===== config.mk =====
export PLATFORM = sky130hd
export DESIGN_NAME = tmr_pwm16
export DESIGN_NICKNAME = d
export VERILOG_FILES = /design/src/rtl/tmr_pkg.sv /design/src/rtl/tmr_prescaler.sv /design/src/rtl/tmr_counter.sv /design/src/rtl/tmr_match.sv /design/src/rtl/tmr_outputs.sv /design/src/rtl/tmr_pwm16.sv
export SDC_FILE = /design/constraint.sdc
export NUM_CORES = 1
export LEC_CHECK = 0
export BUFFER_PORTS_ARGS = -buffer_cell sky130_fd_sc_hd__buf_4
export CAP_MARGIN = 10
export CELL_PAD_IN_SITES_DETAIL_PLACEMENT = 0
export CELL_PAD_IN_SITES_GLOBAL_PLACEMENT = 1
export CORE_UTILIZATION = 40
export DETAILED_ROUTE_END_ITERATION = 8
export PLACE_DENSITY_LB_ADDON = 0.2
export SLEW_MARGIN = 20
export SYNTH_ARGS = -nofsm -noshare
export SYNTH_HDL_FRONTEND = slang
export SYNTH_SLANG_ARGS = --single-unit

===== constraint.sdc =====
create_clock -name clk -period 2.7 [get_ports clk]
set_input_delay 0.27 -clock clk [delete_from_list [all_inputs] [get_ports clk]]
set_output_delay 0.27 -clock clk [all_outputs]
set_load 0.01 [all_outputs]

===== src/rtl/tmr_pkg.sv =====
package tmr_pkg;

    localparam int TMR_CNT_W  = 16;
    localparam int TMR_N_CMP  = 4;
    localparam int TMR_N_OUT  = 3;
    localparam int TMR_DATA_W = 32;
    localparam int TMR_ADDR_W = 6;

    // word index = byte address / 4
    localparam logic [3:0] RI_CTRL  = 4'd0;
    localparam logic [3:0] RI_PSLIM = 4'd1;
    localparam logic [3:0] RI_PSCNT = 4'd2;
    localparam logic [3:0] RI_COUNT = 4'd3;
    localparam logic [3:0] RI_ACT   = 4'd4;
    localparam logic [3:0] RI_FLAG  = 4'd5;
    localparam logic [3:0] RI_MODE  = 4'd6;
    localparam logic [3:0] RI_EXT   = 4'd7;
    localparam logic [3:0] RI_CMP0  = 4'd8;

    localparam int EXT_ACT_LSB = 4;
    localparam int ACT_BITS    = 3;

    typedef enum logic [1:0] {
        EXT_KEEP = 2'd0,
        EXT_LOW  = 2'd1,
        EXT_HIGH = 2'd2,
        EXT_FLIP = 2'd3
    } ext_act_e;

    typedef struct packed {
        logic halt;
        logic wrap;
        logic irq;
    } match_act_t;

    typedef struct packed {
        logic clr;
        logic run;
    } ctrl_t;

    function automatic logic ext_next(input logic cur, input ext_act_e a);
        case (a)
            EXT_LOW:  return 1'b0;
            EXT_HIGH: return 1'b1;
            EXT_FLIP: return ~cur;
            default:  return cur;
        endcase
    endfunction

endpackage


===== src/rtl/tmr_prescaler.sv =====
module tmr_prescaler #(
    parameter int W = 16
) (
    input  logic         clk,
    input  logic         rst,
    input  logic         run,
    input  logic         clr,
    input  logic         wr_en,
    input  logic [W-1:0] wr_val,
    input  logic [W-1:0] limit,
    output logic [W-1:0] cnt,
    output logic         tick
);

    logic at_limit;
    assign at_limit = (cnt == limit);
    assign tick     = run && !clr && !wr_en && at_limit;

    always_ff @(posedge clk) begin
        if (rst || clr) begin
            cnt <= '0;
        end else if (wr_en) begin
            cnt <= wr_val;
        end else if (run) begin
            cnt <= at_limit ? '0 : cnt + 1'b1;
        end
    end

endmodule


===== src/rtl/tmr_counter.sv =====
module tmr_counter #(
    parameter int W = 16
) (
    input  logic         clk,
    input  logic         rst,
    input  logic         clr,
    input  logic         wr_en,
    input  logic [W-1:0] wr_val,
    input  logic         tick,
    input  logic         wrap_evt,
    input  logic         halt_evt,
    output logic [W-1:0] cnt
);

    always_ff @(posedge clk) begin
        if (rst || clr) begin
            cnt <= '0;
        end else if (wr_en) begin
            cnt <= wr_val;
        end else if (tick) begin
            if (wrap_evt)
                cnt <= '0;
            else if (!halt_evt)
                cnt <= cnt + 1'b1;
        end
    end

endmodule


===== src/rtl/tmr_match.sv =====
module tmr_match import tmr_pkg::*; #(
    parameter int CNT_W = 16,
    parameter int N_CMP = 4
) (
    input  logic                         tick,
    input  logic [CNT_W-1:0]             cnt,
    input  logic [N_CMP-1:0][CNT_W-1:0]  cmp,
    input  match_act_t [N_CMP-1:0]       act,
    output logic [N_CMP-1:0]             hit,
    output logic [N_CMP-1:0]             irq_set,
    output logic                         wrap_evt,
    output logic                         halt_evt
);

    logic [N_CMP-1:0] wrap_v;
    logic [N_CMP-1:0] halt_v;

    for (genvar g = 0; g < N_CMP; g++) begin : g_cmp
        assign hit[g]     = tick && (cnt == cmp[g]);
        assign irq_set[g] = hit[g] && act[g].irq;
        assign wrap_v[g]  = hit[g] && act[g].wrap;
        assign halt_v[g]  = hit[g] && act[g].halt;
    end

    assign wrap_evt = |wrap_v;
    assign halt_evt = |halt_v;

endmodule


===== src/rtl/tmr_outputs.sv =====
module tmr_outputs import tmr_pkg::*; #(
    parameter int N_OUT = 3
) (
    input  logic                   clk,
    input  logic                   rst,
    input  logic [N_OUT-1:0]       hit,
    input  logic                   pwm_clr,
    input  logic [N_OUT-1:0]       mode,
    input  logic [N_OUT-1:0][1:0]  ext_act,
    input  logic                   ext_wr,
    input  logic [N_OUT-1:0]       ext_wval,
    output logic [N_OUT-1:0]       ext_state,
    output logic [N_OUT-1:0]       pin
);

    logic [N_OUT-1:0] pwm_q;

    for (genvar g = 0; g < N_OUT; g++) begin : g_ch
        always_ff @(posedge clk) begin
            if (rst || pwm_clr)
                pwm_q[g] <= 1'b0;
            else if (hit[g])
                pwm_q[g] <= 1'b1;
        end

        always_ff @(posedge clk) begin
            if (rst)
                ext_state[g] <= 1'b0;
            else if (ext_wr)
                ext_state[g] <= ext_wval[g];
            else if (hit[g])
                ext_state[g] <= ext_next(ext_state[g], ext_act_e'(ext_act[g]));
        end

        assign pin[g] = mode[g] ? pwm_q[g] : ext_state[g];
    end

endmodule


===== src/rtl/tmr_pwm16.sv =====
module tmr_pwm16 import tmr_pkg::*; #(
    parameter int CNT_W  = TMR_CNT_W,
    parameter int N_CMP  = TMR_N_CMP,
    parameter int N_OUT  = TMR_N_OUT,
    parameter int DATA_W = TMR_DATA_W
) (
    input  logic                  clk,
    input  logic                  rst,
    input  logic                  bus_wr,
    input  logic [TMR_ADDR_W-1:0] bus_addr,
    input  logic [DATA_W-1:0]     bus_wdata,
    output logic [DATA_W-1:0]     bus_rdata,
    output logic [N_OUT-1:0]      match_out,
    output logic                  irq
);

    localparam int ACT_W = ACT_BITS * N_CMP;
    localparam int EXT_W = 2 * N_OUT;

    logic [3:0] widx;
    assign widx = bus_addr[TMR_ADDR_W-1:2];

    logic wr_ctrl, wr_pslim, wr_pscnt, wr_count, wr_act, wr_flag, wr_mode, wr_ext;
    assign wr_ctrl  = bus_wr && (widx == RI_CTRL);
    assign wr_pslim = bus_wr && (widx == RI_PSLIM);
    assign wr_pscnt = bus_wr && (widx == RI_PSCNT);
    assign wr_count = bus_wr && (widx == RI_COUNT);
    assign wr_act   = bus_wr && (widx == RI_ACT);
    assign wr_flag  = bus_wr && (widx == RI_FLAG);
    assign wr_mode  = bus_wr && (widx == RI_MODE);
    assign wr_ext   = bus_wr && (widx == RI_EXT);

    ctrl_t                        ctrl_q;
    logic                         run_q, clr_q;
    logic [CNT_W-1:0]             ps_lim;
    logic [CNT_W-1:0]             ps_cnt;
    logic [CNT_W-1:0]             tmr_cnt;
    match_act_t [N_CMP-1:0]       act_q;
    logic [N_CMP-1:0]             flags_q;
    logic [N_OUT-1:0]             mode_q;
    logic [N_OUT-1:0][1:0]        ext_act_q;
    logic [N_OUT-1:0]             ext_state;
    logic [N_CMP-1:0][CNT_W-1:0]  cmp_q;

    logic                         tick;
    logic [N_CMP-1:0]             hit;
    logic [N_CMP-1:0]             irq_set;
    logic                         wrap_evt, halt_evt;

    assign run_q = ctrl_q.run;
    assign clr_q = ctrl_q.clr;

    // control word: bus write wins over a halt
    always_ff @(posedge clk) begin
        if (rst) begin
            ctrl_q <= '0;
        end else if (wr_ctrl) begin
            ctrl_q.run <= bus_wdata[0];
            ctrl_q.clr <= bus_wdata[1];
        end else if (halt_evt) begin
            ctrl_q.run <= 1'b0;
        end
    end

    always_ff @(posedge clk) begin
        if (rst) begin
            ps_lim    <= '0;
            act_q     <= '0;
            mode_q    <= '0;
            ext_act_q <= '0;
        end else begin
            if (wr_pslim) ps_lim    <= bus_wdata[CNT_W-1:0];
            if (wr_act)   act_q     <= bus_wdata[ACT_W-1:0];
            if (wr_mode)  mode_q    <= bus_wdata[N_OUT-1:0];
            if (wr_ext)   ext_act_q <= bus_wdata[EXT_ACT_LSB +: EXT_W];
        end
    end

    for (genvar g = 0; g < N_CMP; g++) begin : g_cmp_reg
        always_ff @(posedge clk) begin
            if (rst)
                cmp_q[g] <= '0;
            else if (bus_wr && (widx == RI_CMP0 + 4'(g)))
                cmp_q[g] <= bus_wdata[CNT_W-1:0];
        end
    end

    // flags: a new hit wins over a write-one clear
    logic [N_CMP-1:0] flag_clr;
    assign flag_clr = wr_flag ? bus_wdata[N_CMP-1:0] : '0;

    always_ff @(posedge clk) begin
        if (rst)
            flags_q <= '0;
        else
            flags_q <= (flags_q & ~flag_clr) | irq_set;
    end

    assign irq = |flags_q;

    tmr_prescaler #(.W(CNT_W)) u_pre (
        .clk    (clk),
        .rst    (rst),
        .run    (run_q),
        .clr    (clr_q),
        .wr_en  (wr_pscnt),
        .wr_val (bus_wdata[CNT_W-1:0]),
        .limit  (ps_lim),
        .cnt    (ps_cnt),
        .tick   (tick)
    );

    tmr_match #(.CNT_W(CNT_W), .N_CMP(N_CMP)) u_match (
        .tick     (tick),
        .cnt      (tmr_cnt),
        .cmp      (cmp_q),
        .act      (act_q),
        .hit      (hit),
        .irq_set  (irq_set),
        .wrap_evt (wrap_evt),
        .halt_evt (halt_evt)
    );

    tmr_counter #(.W(CNT_W)) u_cnt (
        .clk      (clk),
        .rst      (rst),
        .clr      (clr_q),
        .wr_en    (wr_count),
        .wr_val   (bus_wdata[CNT_W-1:0]),
        .tick     (tick),
        .wrap_evt (wrap_evt),
        .halt_evt (halt_evt),
        .cnt      (tmr_cnt)
    );

    tmr_outputs #(.N_OUT(N_OUT)) u_out (
        .clk       (clk),
        .rst       (rst),
        .hit       (hit[N_OUT-1:0]),
        .pwm_clr   (wrap_evt || clr_q),
        .mode      (mode_q),
        .ext_act   (ext_act_q),
        .ext_wr    (wr_ext),
        .ext_wval  (bus_wdata[N_OUT-1:0]),
        .ext_state (ext_state),
        .pin       (match_out)
    );

    always_comb begin
        bus_rdata = '0;
        case (widx)
            RI_CTRL:  bus_rdata[1:0] = ctrl_q;
            RI_PSLIM: bus_rdata[CNT_W-1:0] = ps_lim;
            RI_PSCNT: bus_rdata[CNT_W-1:0] = ps_cnt;
            RI_COUNT: bus_rdata[CNT_W-1:0] = tmr_cnt;
            RI_ACT:   bus_rdata[ACT_W-1:0] = act_q;
            RI_FLAG:  bus_rdata[N_CMP-1:0] = flags_q;
            RI_MODE:  bus_rdata[N_OUT-1:0] = mode_q;
            RI_EXT: begin
                bus_rdata[N_OUT-1:0]            = ext_state;
                bus_rdata[EXT_ACT_LSB +: EXT_W] = ext_act_q;
            end
            default: begin
                for (int i = 0; i < N_CMP; i++)
                    if (widx == RI_CMP0 + 4'(i))
                        bus_rdata[CNT_W-1:0] = cmp_q[i];
            end
        endcase
    end

endmodule


# ---- Word level (Yosys, flattened, before mapping)
# Index checks and enable logic that the tools add are counted.
dict set report classes {
  addsub 2
  n_eq_ne 26
  muxes 32
  bitwise_logic 6
  reduce_logical 57
}
# op count
set ops {}
lappend ops {{2-to-1 mux 16 bit} 11}
lappend ops {{equality test 16 bit} 5}
lappend ops {{one-hot mux 6 bit (6 select lines)} 1}
lappend ops {{adder 16 x 1 -> 16 bit (second input constant)} 2}
lappend ops {{logical AND 1 bit} 31}
lappend ops {{equality test 4 x 3 -> 1 bit (second input constant)} 4}
lappend ops {{equality test 4 bit (second input constant)} 4}
lappend ops {{one-hot mux 2 bit (8 select lines)} 1}
lappend ops {{one-hot mux 4 bit (4 select lines)} 1}
lappend ops {{OR reduction 4 bit} 4}
lappend ops {{equality test 2 bit (second input constant)} 6}
lappend ops {{nonzero test 2 bit} 6}
lappend ops {{nonzero test 4 bit} 3}
lappend ops {{2-to-1 mux 1 bit} 11}
lappend ops {{one-hot mux 2 bit (5 select lines)} 1}
lappend ops {{one-hot mux 1 bit (3 select lines)} 3}
lappend ops {{equality test 4 x 2 -> 1 bit (second input constant)} 2}
lappend ops {{one-hot mux 1 bit (8 select lines)} 1}
lappend ops {{AND reduction 2 bit} 4}
lappend ops {{equality test 2 x 1 -> 1 bit (second input constant)} 3}
lappend ops {{one-hot mux 1 bit (6 select lines)} 1}
lappend ops {{OR reduction 3 bit} 2}
lappend ops {{OR reduction 5 bit} 1}
lappend ops {{bitwise AND 4 bit} 1}
lappend ops {{other kinds (9)} 14}
dict set report word_totals {
  ff_bits 145
  in_bits 41
  out_inout_bits 36
  word_cells 155
}

# ---- Longest topological paths before layout
dict set report logic_depth {
  depth_word 12
  ltp_mapped 10
  depth_no_buf 9
}

# ---- Modules after synthesis
# Synthesis repeated with hierarchy kept, for this count alone.
dict set report hier_totals {
  cells_unflattened 1091
  hier_area_um2 8833.5
}
# mod n_inst cells_each area_each_um2 seq_area_each_um2
set by_module_without_submodules {}
lappend by_module_without_submodules {tmr_pwm16 1 643 5188.7 2142.1}
lappend by_module_without_submodules {tmr_prescaler 1 158 1337.5 320.3}
lappend by_module_without_submodules {tmr_counter 1 136 1024.7 320.3}
lappend by_module_without_submodules {tmr_match 1 113 910.9 0.0}
lappend by_module_without_submodules {tmr_outputs 1 41 371.6 120.1}

# ---- Least setup slack after synthesis
# OpenSTA, ideal clock, no wires.
dict set report synth_path {
  path_kind {flip-flop to flip-flop}
  from {register u_pre.cnt[0]}
  to {register u_out.ext_state[1]}
  setup_ns 0.086
  arrival_ns 2.024
  t_required_ns 2.614
  slack_ns 0.590
  path_stages_with_launch 9
  n_path_buf 1
  period_less_slack_ns 2.110
  cell_sequence {dfxtp_1 -> xnor2_1 -> nand4_1 -> nor4_1 -> buf_2 -> nand4_1 -> mux2i_1 -> or3_1 -> a211oi_1}
}
dict set report synth_between {
  elab_chain_len 5
}
# item line
set synth_lines {}
lappend synth_lines {{start, declared} tmr_prescaler.sv:11} ;# output logic [W-1:0] cnt,
lappend synth_lines {{start signal, assigned} tmr_prescaler.sv:23} ;# cnt <= wr_val;
lappend synth_lines {{start signal, assigned} tmr_prescaler.sv:25} ;# cnt <= at_limit ? '0 : cnt + 1'b1;
lappend synth_lines {{equality test 16 bit} tmr_prescaler.sv:16} ;# assign at_limit = (cnt == limit);
lappend synth_lines {{logical AND 1 bit} tmr_prescaler.sv:17} ;# assign tick = run && !clr && !wr_en && at_limit;
lappend synth_lines {{logical AND 1 bit} tmr_match.sv:19} ;# assign hit[g] = tick && (cnt == cmp[g]);
lappend synth_lines {{nonzero test 2 bit (no source line)} --}
lappend synth_lines {{AND reduction 2 bit (no source line)} --}
lappend synth_lines {{end signal, assigned by index} tmr_outputs.sv:30} ;# ext_state[g] <= ext_wval[g];
lappend synth_lines {{end signal, assigned by index} tmr_outputs.sv:32} ;# ext_state[g] <= ext_next(ext_state[g], ext_act_e'(ext_act[g]));
lappend synth_lines {{end, declared} tmr_outputs.sv:12} ;# output logic [N_OUT-1:0] ext_state,
# No other way between the ends.
# A chain may end at the register's enable or synchronous reset.

# ---- Worst setup path in the final report
dict set report layout_path {
  from {register u_cnt.cnt[4]}
  to {register u_cnt.cnt[6]}
}
dict set report layout_between {
  elab_chain_len 7
  elab_cells_between_ends 25
  cone_classes {1 x add/sub; 5 x eq/ne; 4 x mux; 15 x reduce/logical}
}
# item line
set layout_lines {}
lappend layout_lines {{start, declared} tmr_counter.sv:12} ;# output logic [W-1:0] cnt
lappend layout_lines {{start signal, assigned} tmr_counter.sv:19} ;# cnt <= wr_val;
lappend layout_lines {{start signal, assigned} tmr_counter.sv:24} ;# cnt <= cnt + 1'b1;
lappend layout_lines {{branches (longest 7 deep; another with adder 16 x 1 -> 16 bit)} --}
# Parallel ways; which one is timed is not known. The select of a mux whose other input is x is not followed.

==> run metrics <==
Critical Path RT 3010 ps; Worst Hold Class in -> reg; Synth Cell Area 8390 µm²; flops & latches, synth 145; Peak VDD IR 0.450 mV; fmax 395 MHz; R2R setup slack 170 ps; crit end category flip-flop; final setup margin 169 ps; Antenna diodes 0; CP cell instances xnor2_1, nand4_1, nor4_2, buf_4, a22oi_1, nand2_1, buf_12, nor2_2, nand3_2, o311ai_1; critical path startpoint category flip-flop; final weighted congestion in routability-driven placement 0.909; largest family of logic cells by synthesized area simple AND/OR/NAND/NOR gates; clk_lat worst skew 440 ps; pre-CTS WS 23.9 ps; first-pass GRT wire length 47.3 mm; fin nets 1166; sequential cell area 2900 µm²; Area after DPL 9060 µm²; crit path time final 2530 ps; status complete, no violations; adder-cell share of the synthesized area 0.895%; synth cell count leaders nand2_1, dfxtp_1, a21oi_1; Reg clk slew, reported paths 70 ps; sequential-to-total area share from yosys stat 34.6%; largest net degree at the start of global routing 111; Setup Total Neg Slack 0 ps; vias in the first global route 7560; Post-Syn Instances 1094; CP Buf/Inv Count 2; PortBufs 42; hold buffers post-CTS 0; endpoints failing setup 0; normalized max-slew margin 50.4%; RSZ-0062 raised after global routing no; Post-Synth Simple-Gate Area 24.0%; kind of critical path reg -> reg; drt total wl 31.2 mm; Slowest cell on crit path dfxtp_1; share of cells above drive strength 1 15.1%; Die Ht 147 µm; multi-input logic area 4940 µm²; WP data arrival 2840 ps; Initial Util 41.1%; First DRT Iteration DRCs 897; vias post-DR 8184; IO Pins 77; cell taking the most area after synthesis dfxtp_1; die width 147 µm; top-count cell post-synth nand2_1; # Post-CTS Setup Buffers 0; # clock sinks 145; WHS 140 ps; gate family responsible for the most delay along the worst path simple AND/OR/NAND/NOR gates; CTS tree built; Post-synth EDFFs 0; period utilisation layout 93.7%; ys async rst share 0%; Synth Area in Compound Gates 20.5%; Die ar. 21600 µm²; LEAKAGE 3.40 nW; dominant cells by area after synthesis dfxtp_1, nand2_1, xnor2_1, a21oi_1, a22oi_1; Core Region 20400 µm²; vias per inst 5.84; total chip power 0.00535 W; Fin Clk Skew 10.0 ps; fin area 9660 µm²; MaxCap Viol Count 0; clk root buf clkbuf_16; hpwl dp 22.4 mm; post-synthesis mux area share 2.79%; H-tree levels 4; critical path peak fanout 7; Num CTS Buffers 17; Final Hold Vio Count 0; area share of the largest cell type after synthesis 34.6%; total global routing overflow 0; biggest cell delay along the critical path 500 ps; actual slew at the worst max-slew pin 741 ps; Routed Antenna Nets 0; Post-synth top flop dfxtp_1; DR WL/cell 22.2 µm; GRT Util Overall 29.5%; Max Transition Viols Final 0; Avg Cell Area, Syn 7.67 µm²; Layout fillers 2109; antenna violations before repair 0; Synth-to-Final Area Change 15.1%; maximum clock path buffer count 2; Syn. warnings 0; row cnt 52; DRC 0; post-synthesis xor/xnor area fraction 9.60%; Power Density 554 nW/µm²; DR pass1 iterations 8; synth unique cells 68
power by group:
| group | leakage [nW] | switching, W | total, W | internal, W |
|---|---|---|---|---|
| clock | 0.277 | 0.00107 | 0.00237 | 0.00130 |
| combinational | 1.95 | 0.000464 | 0.000747 | 0.000284 |
| sequential | 1.17 | 0.0000593 | 0.00224 | 0.00218 |
cells in the final DEF (no fill, tap or decap), types with 6 or more instances in the layout:
master / synthesis / layout
mux2i_1: 11 / 11
a22o_1: 13 / 13
nor2b_1: 6 / 6
o2111ai_1: 7 / 7
inv_1: 13 / 13
ha_1: 6 / 6
o21ai_0: 17 / 17
nor3_1: 10 / 10
nand4_1: 27 / 27
xor2_1: 7 / 7
a222oi_1: 15 / 15
mux2_2: 11 / 11
a21oi_1: 127 / 127
buf_12: 0 / 6
nor2_1: 56 / 56
a22oi_1: 38 / 38
dfxtp_1: 145 / 144
a221oi_1: 6 / 6
conb_1: 1 / 16
and3_1: 16 / 16
clkbuf_16: 0 / 17
nand3_1: 23 / 22
buf_4: 29 / 98
nand2_1: 258 / 258
xnor2_1: 85 / 85
what timing repair did:
| action | in CTS | in global routing |
|---|---|---|
| resized for setup | 1 | 4 |
| setup endpoints to repair | 1 | 8 |
| hold endpoints to repair | 0 | 0 |
worst register-to-register path, stage by stage (launching register included):
cell	delay, ps
dfxtp_1	500
xnor2_1	180
nand4_1	150
nor4_2	60
buf_4	160
a22oi_1	250
nand2_1	150
buf_12	170
nor2_2	260
nand3_2	180
o311ai_1	360
per-stage QoR:
step,cells,util [%]
finish,1402,47.3
global route,1402,47.3
CTS,1402,47.2
detailed placement,1370,44.4
global placement,1370,44.4
floorplan,1109,-
layer usage:
layer / up-vias / wire length [µm] / track usage [%] / share of wire [%]
met2: 365 / 13200 / 42.8 / 42
li1: 3838 / - / - / -
met3: 42 / 2310 / 4.60 / 7.4
met5: - / 0 / 0 / 0
met1: 3939 / 15000 / 44.0 / 48
met4: 0 / 671 / 9.74 / 2.2
final timing paths:
kind / end / cells after the start / startpoint
worst min-delay path: cmp_q[15]$_SDFFE_PP0P_ / 3 / bus_wdata[15]
worst max register to register: u_cnt.cnt[6]$_SDFFE_PP0P_ / 10 / u_cnt.cnt[4]$_SDFFE_PP0P_
worst min register to register: u_out.pwm_q[0]$_SDFFE_PP0N_ / 2 / u_out.pwm_q[0]$_SDFFE_PP0N_
worst max-delay path: u_cnt.cnt[6]$_SDFFE_PP0P_ / 10 / u_cnt.cnt[4]$_SDFFE_PP0P_
cells by family after synthesis:
| group | after synthesis |
|---|---|
| simple gates | 439 |
| other cells | 1 |
| mux | 22 |
| xor+xnor | 92 |
| compound gates | 263 |
| flops | 145 |
| buf+inv | 126 |
| fa+ha+maj | 6 |
area by class of cell:
class                   instances  area share [%]
clock buffers                  17            4.41
clock inverters                15            1.54
inverters                      13           0.505
multi-input cells             838            51.1
flip-flops and latches        145            30.1
well taps                     270            3.50
repair buffers                104            8.86
registers in the layout, summed over array words and instances (netlist names):
signal / flops
cmp_q: 64
ps_lim: 16
u_cnt.cnt: 16
u_pre.cnt: 16
act_q: 12
ext_act_q: 6
flags_q: 4
mode_q: 3
u_out.ext_state: 3
u_out.pwm_q: 3
clr_q: 1
run_q: 1
Note: power is estimated with default switching activity, not from simulation.
